--- src/rtl/tmr_pkg.sv ---
package tmr_pkg;

    typedef enum logic [2:0] {
        MODE_EDGE_UP  = 3'd0,
        MODE_EDGE_DN  = 3'd1,
        MODE_CTR_DN   = 3'd2,
        MODE_CTR_UP   = 3'd4,
        MODE_CTR_BOTH = 3'd6
    } mode_e;

    typedef enum logic {
        DIR_UP   = 1'b0,
        DIR_DOWN = 1'b1
    } dir_e;

    localparam int unsigned REG_CTRL   = 0;
    localparam int unsigned REG_COUNT  = 1;
    localparam int unsigned REG_PLIM   = 2;
    localparam int unsigned REG_PCNT   = 3;
    localparam int unsigned REG_ACT    = 4;
    localparam int unsigned REG_MATCH0 = 5;

    function automatic logic is_center(input logic [2:0] m);
        return (m == MODE_CTR_DN) || (m == MODE_CTR_UP) || (m == MODE_CTR_BOTH);
    endfunction

endpackage

--- src/rtl/tmr_prescaler.sv ---
module tmr_prescaler #(
    parameter int unsigned W = 32
) (
    input  logic         clk,
    input  logic         rst_n,
    input  logic         run,
    input  logic         clear,
    input  logic         wr_lim,
    input  logic         wr_cnt,
    input  logic [W-1:0] wr_data,
    output logic [W-1:0] lim,
    output logic [W-1:0] pcnt,
    output logic         tick
);

    assign tick = run && (pcnt == lim);

    always_ff @(posedge clk or negedge rst_n) begin
        if (!rst_n)      lim <= '0;
        else if (wr_lim) lim <= wr_data;
    end

    always_ff @(posedge clk or negedge rst_n) begin
        if (!rst_n)      pcnt <= '0;
        else if (clear)  pcnt <= '0;
        else if (wr_cnt) pcnt <= wr_data;
        else if (run)    pcnt <= tick ? '0 : pcnt + W'(1);
    end

    AST_PSC_HOLD: assert property (@(posedge clk) disable iff (!rst_n)
        (!run && !clear && !wr_cnt) |=> $stable(pcnt));

    AST_PSC_WRAP: assert property (@(posedge clk) disable iff (!rst_n)
        (tick && !clear && !wr_cnt) |=> (pcnt == '0));

endmodule

--- src/rtl/tmr_counter.sv ---
module tmr_counter
    import tmr_pkg::*;
#(
    parameter int unsigned W = 32
) (
    input  logic         clk,
    input  logic         rst_n,
    input  logic         tick,
    input  logic         clear,
    input  logic         wr_cnt,
    input  logic [W-1:0] wr_data,
    input  logic [2:0]   mode,
    input  logic [W-1:0] top,
    input  logic         rst_hit,
    input  logic         stop_hit,
    output logic [W-1:0] cnt,
    output dir_e         dir
);

    dir_e         dir_nxt;
    logic [W-1:0] cnt_nxt;
    logic         centered;

    assign centered = is_center(mode);

    always_comb begin
        dir_nxt = dir;
        cnt_nxt = cnt;
        if (clear) begin
            dir_nxt = DIR_UP;
            cnt_nxt = '0;
        end else if (wr_cnt) begin
            cnt_nxt = wr_data;
        end else if (tick) begin
            if (rst_hit) begin
                dir_nxt = DIR_UP;
                cnt_nxt = (mode == MODE_EDGE_DN) ? top : '0;
            end else if (!stop_hit) begin
                if (!centered) begin
                    dir_nxt = DIR_UP;
                    if (mode == MODE_EDGE_DN)
                        cnt_nxt = (cnt == '0) ? top : cnt - W'(1);
                    else
                        cnt_nxt = cnt + W'(1);
                end else begin
                    unique case (dir)
                        DIR_UP: begin
                            if (cnt >= top) begin
                                dir_nxt = DIR_DOWN;
                                cnt_nxt = (cnt == '0) ? '0 : cnt - W'(1);
                            end else begin
                                cnt_nxt = cnt + W'(1);
                            end
                        end
                        DIR_DOWN: begin
                            if (cnt == '0) begin
                                dir_nxt = DIR_UP;
                                cnt_nxt = (top == '0) ? '0 : W'(1);
                            end else begin
                                cnt_nxt = cnt - W'(1);
                            end
                        end
                    endcase
                end
            end
        end
    end

    always_ff @(posedge clk or negedge rst_n) begin
        if (!rst_n) dir <= DIR_UP;
        else        dir <= dir_nxt;
    end

    always_ff @(posedge clk or negedge rst_n) begin
        if (!rst_n) cnt <= '0;
        else        cnt <= cnt_nxt;
    end

    AST_CNT_HOLD: assert property (@(posedge clk) disable iff (!rst_n)
        (!tick && !clear && !wr_cnt) |=> $stable(cnt));

    AST_CNT_CLEAR: assert property (@(posedge clk) disable iff (!rst_n)
        clear |=> (cnt == '0 && dir == DIR_UP));

    AST_UP_STEP: assert property (@(posedge clk) disable iff (!rst_n)
        (tick && mode == MODE_EDGE_UP && !rst_hit && !stop_hit && !clear && !wr_cnt)
        |=> (cnt == $past(cnt) + W'(1)));

    AST_CTR_TURN: assert property (@(posedge clk) disable iff (!rst_n)
        (tick && centered && dir == DIR_UP && cnt >= top && !rst_hit && !stop_hit
         && !clear && !wr_cnt) |=> (dir == DIR_DOWN));

    AST_RESTART_UP: assert property (@(posedge clk) disable iff (!rst_n)
        (tick && rst_hit && !clear && !wr_cnt) |=> (dir == DIR_UP));

endmodule

--- src/rtl/tmr_match.sv ---
module tmr_match
    import tmr_pkg::*;
#(
    parameter int unsigned W   = 32,
    parameter int unsigned NCH = 4
) (
    input  logic                  clk,
    input  logic                  rst_n,
    input  logic                  tick,
    input  logic [W-1:0]          cnt,
    input  logic [2:0]            mode,
    input  dir_e                  dir,
    input  logic                  wr_act,
    input  logic [NCH-1:0]        wr_mr,
    input  logic                  wr_clr,
    input  logic [W-1:0]          wr_data,
    output logic [3*NCH-1:0]      act,
    output logic [NCH-1:0][W-1:0] mr,
    output logic                  rst_hit,
    output logic                  stop_hit,
    output logic [NCH-1:0]        flags
);

    localparam int unsigned ACT_W = 3 * NCH;

    logic           phase_ok;
    logic [NCH-1:0] hit, set, rh, sh;

    always_comb begin
        if (mode == MODE_CTR_DN)      phase_ok = (dir == DIR_DOWN);
        else if (mode == MODE_CTR_UP) phase_ok = (dir == DIR_UP);
        else                          phase_ok = 1'b1;
    end

    always_ff @(posedge clk or negedge rst_n) begin
        if (!rst_n)      act <= '0;
        else if (wr_act) act <= wr_data[ACT_W-1:0];
    end

    for (genvar i = 0; i < NCH; i++) begin : g_ch
        logic [W-1:0] mr_q;
        logic         flag_q;

        always_ff @(posedge clk or negedge rst_n) begin
            if (!rst_n)        mr_q <= '0;
            else if (wr_mr[i]) mr_q <= wr_data;
        end

        assign hit[i] = tick && (cnt == mr_q);
        assign set[i] = hit[i] && act[3*i] && phase_ok;
        assign rh[i]  = hit[i] && act[3*i+1];
        assign sh[i]  = hit[i] && act[3*i+2];

        always_ff @(posedge clk or negedge rst_n) begin
            if (!rst_n) flag_q <= 1'b0;
            else        flag_q <= set[i] | (flag_q & ~(wr_clr & wr_data[i]));
        end

        assign mr[i]    = mr_q;
        assign flags[i] = flag_q;

        AST_FLAG_SET: assert property (@(posedge clk) disable iff (!rst_n)
            set[i] |=> flags[i]);

        AST_FLAG_CLR: assert property (@(posedge clk) disable iff (!rst_n)
            (wr_clr && wr_data[i] && !set[i]) |=> !flags[i]);

        AST_FLAG_KEEP: assert property (@(posedge clk) disable iff (!rst_n)
            (!set[i] && !(wr_clr && wr_data[i])) |=> $stable(flags[i]));
    end

    assign rst_hit  = |rh;
    assign stop_hit = |sh;

endmodule

--- src/rtl/match_timer.sv ---
module match_timer
    import tmr_pkg::*;
#(
    parameter int unsigned CNT_W  = 32,
    parameter int unsigned NUM_CH = 4,
    parameter int unsigned ADDR_W = 4
) (
    input  logic              clk,
    input  logic              rst_n,
    input  logic              wr_en,
    input  logic [ADDR_W-1:0] addr,
    input  logic [CNT_W-1:0]  wr_data,
    output logic [CNT_W-1:0]  rd_data,
    output logic [NUM_CH-1:0] match_flags
);

    localparam int unsigned ACT_W     = 3 * NUM_CH;
    localparam int unsigned FLAG_ADDR = REG_MATCH0 + NUM_CH;
    localparam int unsigned CLR_ADDR  = FLAG_ADDR + 1;

    logic                        run;
    logic [2:0]                  mode;
    logic                        we_ctrl, clear, tick;
    logic                        rst_hit, stop_hit;
    logic [NUM_CH-1:0]           wr_mr;
    logic [CNT_W-1:0]            lim, pcnt, cnt;
    logic [ACT_W-1:0]            act;
    logic [NUM_CH-1:0][CNT_W-1:0] mr;
    dir_e                        dir;

    assign we_ctrl = wr_en && (addr == ADDR_W'(REG_CTRL));
    assign clear   = we_ctrl && wr_data[1];

    for (genvar i = 0; i < NUM_CH; i++) begin : g_wmr
        assign wr_mr[i] = wr_en && (addr == ADDR_W'(REG_MATCH0 + i));
    end

    always_ff @(posedge clk or negedge rst_n) begin
        if (!rst_n) begin
            run  <= 1'b0;
            mode <= 3'd0;
        end else begin
            if (we_ctrl) begin
                run  <= wr_data[0];
                mode <= wr_data[6:4];
            end
            if (stop_hit) run <= 1'b0;
        end
    end

    tmr_prescaler #(.W(CNT_W)) u_psc (
        .clk     (clk),
        .rst_n   (rst_n),
        .run     (run),
        .clear   (clear),
        .wr_lim  (wr_en && (addr == ADDR_W'(REG_PLIM))),
        .wr_cnt  (wr_en && (addr == ADDR_W'(REG_PCNT))),
        .wr_data (wr_data),
        .lim     (lim),
        .pcnt    (pcnt),
        .tick    (tick)
    );

    tmr_counter #(.W(CNT_W)) u_cnt (
        .clk      (clk),
        .rst_n    (rst_n),
        .tick     (tick),
        .clear    (clear),
        .wr_cnt   (wr_en && (addr == ADDR_W'(REG_COUNT))),
        .wr_data  (wr_data),
        .mode     (mode),
        .top      (mr[0]),
        .rst_hit  (rst_hit),
        .stop_hit (stop_hit),
        .cnt      (cnt),
        .dir      (dir)
    );

    tmr_match #(.W(CNT_W), .NCH(NUM_CH)) u_match (
        .clk      (clk),
        .rst_n    (rst_n),
        .tick     (tick),
        .cnt      (cnt),
        .mode     (mode),
        .dir      (dir),
        .wr_act   (wr_en && (addr == ADDR_W'(REG_ACT))),
        .wr_mr    (wr_mr),
        .wr_clr   (wr_en && (addr == ADDR_W'(CLR_ADDR))),
        .wr_data  (wr_data),
        .act      (act),
        .mr       (mr),
        .rst_hit  (rst_hit),
        .stop_hit (stop_hit),
        .flags    (match_flags)
    );

    always_comb begin
        rd_data = '0;
        if (addr == ADDR_W'(REG_CTRL)) begin
            rd_data[0]   = run;
            rd_data[6:4] = mode;
        end else if (addr == ADDR_W'(REG_COUNT)) begin
            rd_data = cnt;
        end else if (addr == ADDR_W'(REG_PLIM)) begin
            rd_data = lim;
        end else if (addr == ADDR_W'(REG_PCNT)) begin
            rd_data = pcnt;
        end else if (addr == ADDR_W'(REG_ACT)) begin
            rd_data[ACT_W-1:0] = act;
        end else if (addr == ADDR_W'(FLAG_ADDR)) begin
            rd_data[NUM_CH-1:0] = match_flags;
        end
        for (int i = 0; i < NUM_CH; i++)
            if (addr == ADDR_W'(REG_MATCH0 + i)) rd_data = mr[i];
    end

    AST_STOP_RUN: assert property (@(posedge clk) disable iff (!rst_n)
        stop_hit |=> !run);

    AST_IDLE_NO_TICK: assert property (@(posedge clk) disable iff (!rst_n)
        (!run && !(wr_en && addr == ADDR_W'(REG_COUNT)) && !clear) |=> $stable(cnt));

endmodule

--- config.mk ---
export PLATFORM = sky130hd
export DESIGN_NAME = match_timer
export DESIGN_NICKNAME = d
export VERILOG_FILES = /design/src/rtl/tmr_pkg.sv /design/src/rtl/tmr_prescaler.sv /design/src/rtl/tmr_counter.sv /design/src/rtl/tmr_match.sv /design/src/rtl/match_timer.sv
export SDC_FILE = /design/constraint.sdc
export NUM_CORES = 1
export LEC_CHECK = 0
export BUFFER_PORTS_ARGS = -buffer_cell sky130_fd_sc_hd__buf_2
export CORE_MARGIN = 8
export CORE_UTILIZATION = 42
export DETAILED_ROUTE_END_ITERATION = 10
export SYNTH_ARGS = -nofsm -noshare
export SYNTH_HDL_FRONTEND = slang
export SYNTH_SLANG_ARGS = --single-unit
--- constraint.sdc ---
create_clock -name clk -period 7.1 [get_ports clk]
set_clock_uncertainty 0.15 [all_clocks]
set_input_delay 0.355 -clock clk [delete_from_list [all_inputs] [get_ports clk]]
set_output_delay 0.355 -clock clk [all_outputs]
set_load 0.02 [all_outputs]
# [Yosys cells after proc, flatten, opt, wreduce, memory -nomap -nowiden]
# Index checks and enable logic that the tools add are counted.
[totals] ff_bits=245 inputBits=39 elab_cells=149
[op_classes] reduce_logical=45 n_bitwise=17 magnitude_cmp=1 mux=46 n_addsub=3 n_eq_ne=22
[op_table] op="$mux 32" n=22
[op_table] op="$eq 32x32->1" n=5
[op_table] op="$add 32x1->32 const B" n=2
[op_table] op="$logic_not 32->1" n=2
[op_table] op="$pmux 32 s2" n=1
[op_table] op="$ge 32x32->1" n=1
[op_table] op="$logic_and 1x1->1" n=32
[op_table] op="$sub 32x1->32 const B" n=1
[op_table] op="$mux 25" n=1
[op_table] op="$mux 20" n=1
[op_table] op="$eq 4x3->1 const B" n=4
[op_table] op="$mux 1" n=14
[op_table] op="$eq 4x4->1 const B" n=3
[op_table] op="$mux 12" n=1
[op_table] op="$and 1x1->1" n=8
[op_table] op="$eq 4x2->1 const B" n=2
[op_table] op="$mux 4" n=2
[op_table] op="$mux 8" n=1
[op_table] op="$reduce_or 4->1" n=2
[op_table] op="$eq 3x3->1 const B" n=2
[op_table] op="$mux 3" n=2
[op_table] op="$reduce_bool 3->1" n=2
[op_table] op="$not 1->1" n=5
[op_table] op="$eq 4x1->1 const B" n=1
[op_table] op="other kinds (12)" n=17

# [Logic depth before layout (Yosys ltp)]
# Gate-level depths: netlist of the first run.
[logic_depth] ltp_word=11 ltp_mapped=15 depth_no_buf=11

# [Modules after synthesis]
# From an unflattened synthesis of the first run, not the netlist that was laid out.
[hier_totals] cells_unflattened=2018 area_unflattened_um2=18452.7
[modules_own_cells] mod="tmr_match" instances=1 area_per_inst_um2=7123.1 cells_each=542
[modules_own_cells] mod="tmr_counter" instances=1 area_per_inst_um2=4972.3 cells_each=715
[modules_own_cells] mod="tmr_prescaler" instances=1 area_per_inst_um2=3868.7 cells_each=414
[modules_own_cells] mod="match_timer" instances=1 area_per_inst_um2=2488.6 cells_each=347

# [Worst setup path after synthesis of the first run]
# No wires, ideal clock.
[synth_path] path_type="reg-to-reg" from="register u_cnt.cnt[0]" to="register u_cnt.cnt[14]" setup_time_ns=0.137 path_slack_ns=3.454 t_arrival_ns=3.359 stages_incl_launch_ff=14 period_less_slack_ns=3.646 required_time_ns=6.813 path_cell_list="dfrtp_1 buf_2 inv_1 ha_1 nand2b_1 a2111oi_0 o311ai_0 and3_1 clkbuf_1 o41ai_2 mux2_2 a221o_1 o21ai_0 a21oi_1"
[synth_between] elab_chain_cells=10 word_cells_on_any_way=36 cone_classes="add/sub (2); order compare (1); eq/ne (5); mux (12); reduce/logical (16)"
[synth_rtl] element="from (decl)" line="tmr_counter.sv:16" rtl="output logic [W-1:0] cnt,"
[synth_rtl] element="from (signal assigned)" line="tmr_counter.sv:76" rtl="else cnt <= cnt_nxt;"
[synth_rtl] element="$sub 32x1->32 or $logic_not 32->1 (tied branches)"
[synth_rtl] element="$mux 32" line="tmr_counter.sv:50" rtl="cnt_nxt = (cnt == '0) ? '0 : cnt - W'(1);"
[synth_rtl] element="$mux 32" line="tmr_counter.sv:48" rtl="if (cnt >= top) begin"
[synth_rtl] element="$pmux 32 s2" line="tmr_counter.sv:46" rtl="unique case (dir)"
[synth_rtl] element="$mux 32" line="tmr_counter.sv:39" rtl="if (!centered) begin"
[synth_rtl] element="$mux 32" line="tmr_counter.sv:38" rtl="end else if (!stop_hit) begin"
[synth_rtl] element="$mux 32" line="tmr_counter.sv:35" rtl="if (rst_hit) begin"
[synth_rtl] element="$mux 32" line="tmr_counter.sv:34" rtl="end else if (tick) begin"
[synth_rtl] element="$mux 32" line="tmr_counter.sv:32" rtl="end else if (wr_cnt) begin"
[synth_rtl] element="$mux 32" line="tmr_counter.sv:29" rtl="if (clear) begin"
# Parallel ways exist; a longest one is shown, timed or not. The select of a mux whose other input is x is not followed.
# A chain may end at the register's enable or synchronous reset.

# [Worst setup path in the final report of the first run]
[layout_path] from="register u_cnt.cnt[0]" to="register u_cnt.cnt[25]"
# The elaborated chain is that of the path after synthesis.

==> run metrics, run 1 <==
Clock Path Buffers 3; total gr overflow 0; Final min period 4.67 ns; Final Slew Violations 0; CTS Root Cell clkbuf_16; initial antenna violation count 2; DR WL/cell approximately 30 um; Cell Chain, Critical Path inv_1 -> ha_1 -> nand2b_1 -> a2111oi_0 -> o311ai_0 -> and3_1 -> o31ai_1 -> a21oi_2 -> a2111oi_0 -> a211oi_1 -> o31ai_1; most frequent cells in the layout dfrtp_1, mux2_2, nand2_1, nor2_1, o21ai_0; dpl cells 2422; Internal approximately 3500 uW; status finished with violations; Finished Layout Cells approximately 2.5k; Hold Violations, Final 0; Die Y 220 um; Top FF cell, synth dfrtp_1; Rows 75; fill count 4018; Post-Route Utilization 0.462; Tot GR Track Use 0.302; Seq cells post-synth 245; Switching Share 0.431; Max-Cap Viols 0; synth unique cells 77; fraction of the mapped netlist area in simple logic gates 0.180; Hold Path Class primary input to register; Crit. End Element register; layout cells sized above 1 0.199; htree depth 1; top post-synthesis cells by area dfrtp_1, mux2_2, xnor2_1; Synth top area share 0.350; RSZ-0062 raised after global routing no; Initial Utilization 0.421; XOR/XNOR Fraction of Synth Area 0.0900; crit-path max cell delay 0.85 ns; hold-critical path depth 3; Post-Syn Instances 1939; worst path required time roughly 7.4 ns; CTS Buf Count 28; 1st-iter DRT viols 2131; die width ~220 um; Peak VDD IR 285 uV; area taken by flip-flops and latches 6130 sq um; failing checks DRC; CP endpoint u_cnt.cnt[25]$_DFFE_PN0P_; worst skew pair latency 0.58 ns; Setup crit start u_cnt.cnt[0]$_DFFE_PN0P_; Post-CTS Resized 0; Clk network pwr share 0.240; max_slew headroom 0.164; Adder-Cell Fraction of Synth Area 0.0257; Tcrit/Tclk final 0.658; number of global-route vias before repair 16.2k; DRT antenna net count 0; CP Class register to register; area leader, netlist dfrtp_1; critical path buffer and inverter count 1; NetSw 2660 uW; yosys warns 0; EDFF count, synth 0; pwr/cell area 322 nW/um^2; first-pass GRT wire length between 100 and 150 mm; GPL Wtd Cong approximately 1.0; FMAX 0.214 GHz; critical path arrival 5.00 ns; Die ar. ~48000 sq um; master of the slowest instance on the critical path o31ai_1; DR pass1 iterations 11; FF-to-FF setup slack 2.43 ns; Clock Pin Slew Worst Setup and Hold Paths about 0.070 ns; synth-to-layout area growth 9.60%; Core Area roughly 42000 sq um; fraction of registers with async set/reset 1.00; Nets approximately 2k; DR DRC count 1; Sum Neg Setup Slack 0 ns; largest family of logic cells by synthesized area simple AND/OR/NAND/NOR gates; worst r2r path cells 11; dpl hpwl 53.1 mm; worst slew pin tran 1.25 ns; combinational power share 0.364; CTS Sinks 245; Buffers on Ports 74; TritonCTS clock tree done; Syn Area/Cell 9.03 sq um; sequential power share 0.396; most common cell after layout, fill and taps aside dfrtp_1; Synth Area in Compound Gates 0.169; Seq/Total Area, Yosys 0.350; r2r endpoint u_cnt.cnt[25]$_DFFE_PN0P_; final setup fails 0; Syn Std Cell Area 17500 sq um; io pins 75; start of the worst register-to-register path u_cnt.cnt[0]$_DFFE_PN0P_; Crit path depth 11; Via density 6.71; multi-input logic area 10500 sq um; leakage approximately 0.008 uW; CP top delay family compound AO/OA/AOI/OAI gates; CP Launch Type register; Routed WL 73.9 mm; largest net degree at the start of global routing 128; post-synthesis mux area share 0.133; Vias 16.6k; Post-Syn Nets 2014; crit-path max FO 13
worst min-delay path, cell delays in order:
cell      delay (ns)
buf_2           0.17
nand2_1         0.09
o211ai_1        0.07
synth_stat cells (all sizes together), types with 49 or more instances:
master	count
nand2	166
nor4	49
nor3	53
buf	53
dfrtp	245
xnor2	93
clkbuf	113
nor2	124
xor2	87
o21ai	99
a21oi	77
mux2	196
nand4	60
nand3	62
inv	50
sequential cells by signal (all words and copies together), names as in the netlist:
register	count
u_cnt.cnt	32
u_match.act	12
u_psc.pcnt	32
run	1
u_psc.lim	32
u_cnt.dir	1
mode	3
u_match.g_ch.mr_q	128
u_match.g_ch.flag_q	4
power groups by stage:
stage / clock [uW] / combinational, uW / sequential, uW
5_1_grt: 1540 / 2410 / 2480
3_3_place_gp: 0 / 2180 / 2420
3_5_place_dp: 0 / 2190 / 2430
6_report: 1480 / 2250 / 2450
2_1_floorplan: 0 / 1680 / 2030
4_1_cts: 1490 / 2210 / 2410
cells by family after synthesis:
| kind of cell | count (synthesis) |
|---|---|
| multiplexers | 209 |
| adder cells (fa/ha/maj) | 36 |
| AO/OA/AOI/OAI | 430 |
| buffers and inverters | 216 |
| flip-flops | 245 |
| AND/OR/NAND/NOR | 623 |
| XOR/XNOR | 180 |
per-stage QoR:
stage | hold WS [ns] | instance area [sq um] | total power [uW] | worst slack [ns]
after CTS | 0.00105 | 19200 | 6110 | 2.61
after global routing | 0.0241 | 19200 | 6440 | 2.27
final | 0.00423 | 19200 | 6180 | 2.43
after global placement | 0.333 | 18200 | 4610 | 2.62
after floorplan | -0.0906 | 17500 | 3710 | 3.45
after detailed placement | 0.353 | 18200 | 4620 | 2.62
cell type report:
| type | instances | area share |
|---|---|---|
| clock inverters | 10 | 0.00482 |
| diodes | 2 | 0.000261 |
| multi-input cells | 1478 | 0.549 |
| well taps | 539 | 0.0351 |
| clock buffers | 41 | 0.0438 |
| inverters | 50 | 0.00978 |
| repair buffers | 117 | 0.0382 |
| flip-flops and latches | 245 | 0.319 |
repair_timing:
| action | 4_1_cts | 5_1_grt |
|---|---|---|
| setup buffers | 0 | 0 |
| endpoints found under the hold margin | 134 | 0 |
| hold buffers | 7 | 0 |
per-layer routing:
layer	vias to the layer above	GRT usage	wire length, um
li1	7125	-	-
met1	8265	0.403	29500
met2	1054	0.476	33400
met3	204	0.0444	6960
met4	0	0.149	4090
met5	-	0	0
worst min-delay path by stage:
| stage | start | endpoint | slack (ns) |
|---|---|---|---|
| after floorplan | rst_n | mode[0]$_DFFE_PN0P_ | -0.09 |
| after global placement | u_match.g_ch[3].flag_q$_DFF_PN0_ | u_match.g_ch[3].flag_q$_DFF_PN0_ | 0.33 |
| after detailed placement | u_match.g_ch[0].flag_q$_DFF_PN0_ | u_match.g_ch[0].flag_q$_DFF_PN0_ | 0.35 |
| after CTS | wr_data[30] | u_cnt.cnt[30]$_DFFE_PN0P_ | 0.001 |
| after global routing | wr_data[30] | u_cnt.cnt[30]$_DFFE_PN0P_ | 0.02 |
| final | wr_data[23] | u_cnt.cnt[23]$_DFFE_PN0P_ | 0.004 |
(Power assumes the default switching activity.)
==> run 2, diff against run 1 <==
==> constraint.sdc (replaced) <==
create_clock -name clk -period 4 [get_ports clk]
set_clock_uncertainty 0.15 [all_clocks]
set_input_delay 0.2 -clock clk [delete_from_list [all_inputs] [get_ports clk]]
set_output_delay 0.2 -clock clk [all_outputs]
set_load 0.02 [all_outputs]
==> run metrics, run 2 (synthesized netlist as in run 1, its figures left out) <==
Switching Share 0.421; pwr/cell area 555 nW/um^2; largest net degree at the start of global routing roughly 120; final setup fails 0; NetSw approximately 4800 uW; Die Y around 220 um; CP Class register to register; total gr overflow 0; worst slew pin tran about 1.1 ns; CTS Sinks 245; Via density 6.51; dpl hpwl approximately 56 mm; critical path arrival roughly 4.3 ns; number of global-route vias before repair 16.5k; 1st-iter DRT viols 2099; most frequent cells in the layout dfrtp_1, mux2_2, nand2_1, buf_4, nor2_1; htree depth 1; CP Launch Type register; Rows 75; die width 220 um; worst path required time 4.32 ns; sequential power share 0.346; Final Slew Violations 0; max reg flops between 100 and 150; leakage 0.00866 uW; Vias 17.1k; first-pass GRT wire length 110 mm; Routed WL 75.2 mm; Tot GR Track Use 0.305; RSZ-0062 raised after global routing yes; crit-path max FO 5; synth-to-layout area growth 16.7%; post-layout instance area just over 20000 sq um; Clock Pin Slew Worst Setup and Hold Paths roughly 0.060 ns; DR WL/cell around 29 um; initial antenna violation count 0; TritonCTS clock tree done; fill count 3891; Hold Worst Slack 0.0832 ns; Clock Path Buffers 3; dpl ws between 0.015 and 0.02 ns; Buffers on Ports 74; max_slew headroom 0.265; FMAX 0.251 GHz; io pins 75; Cell Area, Placed 19100 sq um; DR DRC count 0; Crit. End Element register; Peak VDD IR 371 uV; Clk network pwr share 0.234; Hold Violations, Final 0; combinational power share 0.420; most common cell after layout, fill and taps aside dfrtp_1; Initial Utilization 0.421; CTS Buf Count 29; Tcrit/Tclk final 0.997; DR pass1 iterations 6; Final min period 3.99 ns; Core Area 41600 sq um; Nets between 2k and 2.5k; worst skew pair latency 0.57 ns; GPL Wtd Cong 0.985; layout cells sized above 1 0.242; Internal around 6600 uW; Antenna diodes 0; Post-Route Utilization 0.491; Max-Cap Viols 0; CTS Root Cell clkbuf_16; status finished clean; Die ar. 48500 sq um; largest reg by FF count u_match.g_ch.mr_q; DRT antenna net count 0; Hold Path Class primary input to register; final setup margin about 0.013 ns
==> run 2: timing repair <==
item | in CTS | in global routing
resized for setup | 0 | 8
endpoints found under the setup margin | 0 | 10
endpoints found under the hold margin | 336 | 0
setup buffers | 0 | 2
hold buffers | 33 | 0
==> run 2: path summary, 6_finish.rpt <==
path                            slack (ns)                              from                                    to  cells after the start
worst max-delay path                  0.01         u_cnt.cnt[31]$_DFFE_PN0P_             u_cnt.cnt[25]$_DFFE_PN0P_                     10
min in group asynchronous             0.15                             rst_n            u_psc.pcnt[24]$_DFFE_PN0P_                      2
worst min-delay path                  0.08                             wr_en   u_match.g_ch[1].mr_q[1]$_DFFE_PN0P_                      3
worst min register to register        0.34  u_match.g_ch[3].flag_q$_DFF_PN0_      u_match.g_ch[3].flag_q$_DFF_PN0_                      2
max in group asynchronous             2.56                             rst_n  u_match.g_ch[3].mr_q[23]$_DFFE_PN0P_                      3
worst max register to register        0.01         u_cnt.cnt[31]$_DFFE_PN0P_             u_cnt.cnt[25]$_DFFE_PN0P_                     10
==> run 2: through the flow <==
step,std cells,TNS [ns],total power (uW)
3_5_place_dp,2537,0,8510
3_3_place_gp,2537,0,8460
4_1_cts,2618,0,11200
6_report,2620,0,11300
5_1_grt,2620,-0.0293,11800
2_1_floorplan,1939,0,6590
==> run 2: cell type report <==
class,instances,area (sq um),area share
multi-input cells,1478,10600,0.517
clock buffers,42,865,0.0423
repair buffers,260,1960,0.0961
flip-flops and latches,245,6130,0.300
clock inverters,6,55.1,0.00270
inverters,50,188,0.00919
well taps,539,674,0.0330
==> run 2: worst max-delay path: stages (launching register included) <==
cell and delay [ns]:
dfrtp_1 0.44, ha_1 0.32, nand4_1 0.21, nor4_1 0.70
buf_4 0.25, nand3_1 0.17, a41oi_1 0.62, nor2_1 0.20
a2111oi_0 0.46, a211oi_1 0.09, o31ai_1 0.26
==> run 2: power groups by stage <==
stage               clock network, uW  logic [uW]  registers [uW]
global route                     2760        5040            4000
floorplan                           0        2980            3600
global placement                    0        4560            3900
finish                           2650        4760            3930
CTS                              2670        4630            3890
detailed placement                  0        4580            3930
==> run 2: metal layers <==
layer  vias up  wire (um)  share of wire  track usage
li1       7431          -              -            -
met1      8395      30800           0.41        0.405
met2      1022      33700           0.45        0.480
met3       210       6440          0.086       0.0444
met4         0       4270          0.057        0.156
met5         -          0              0            0
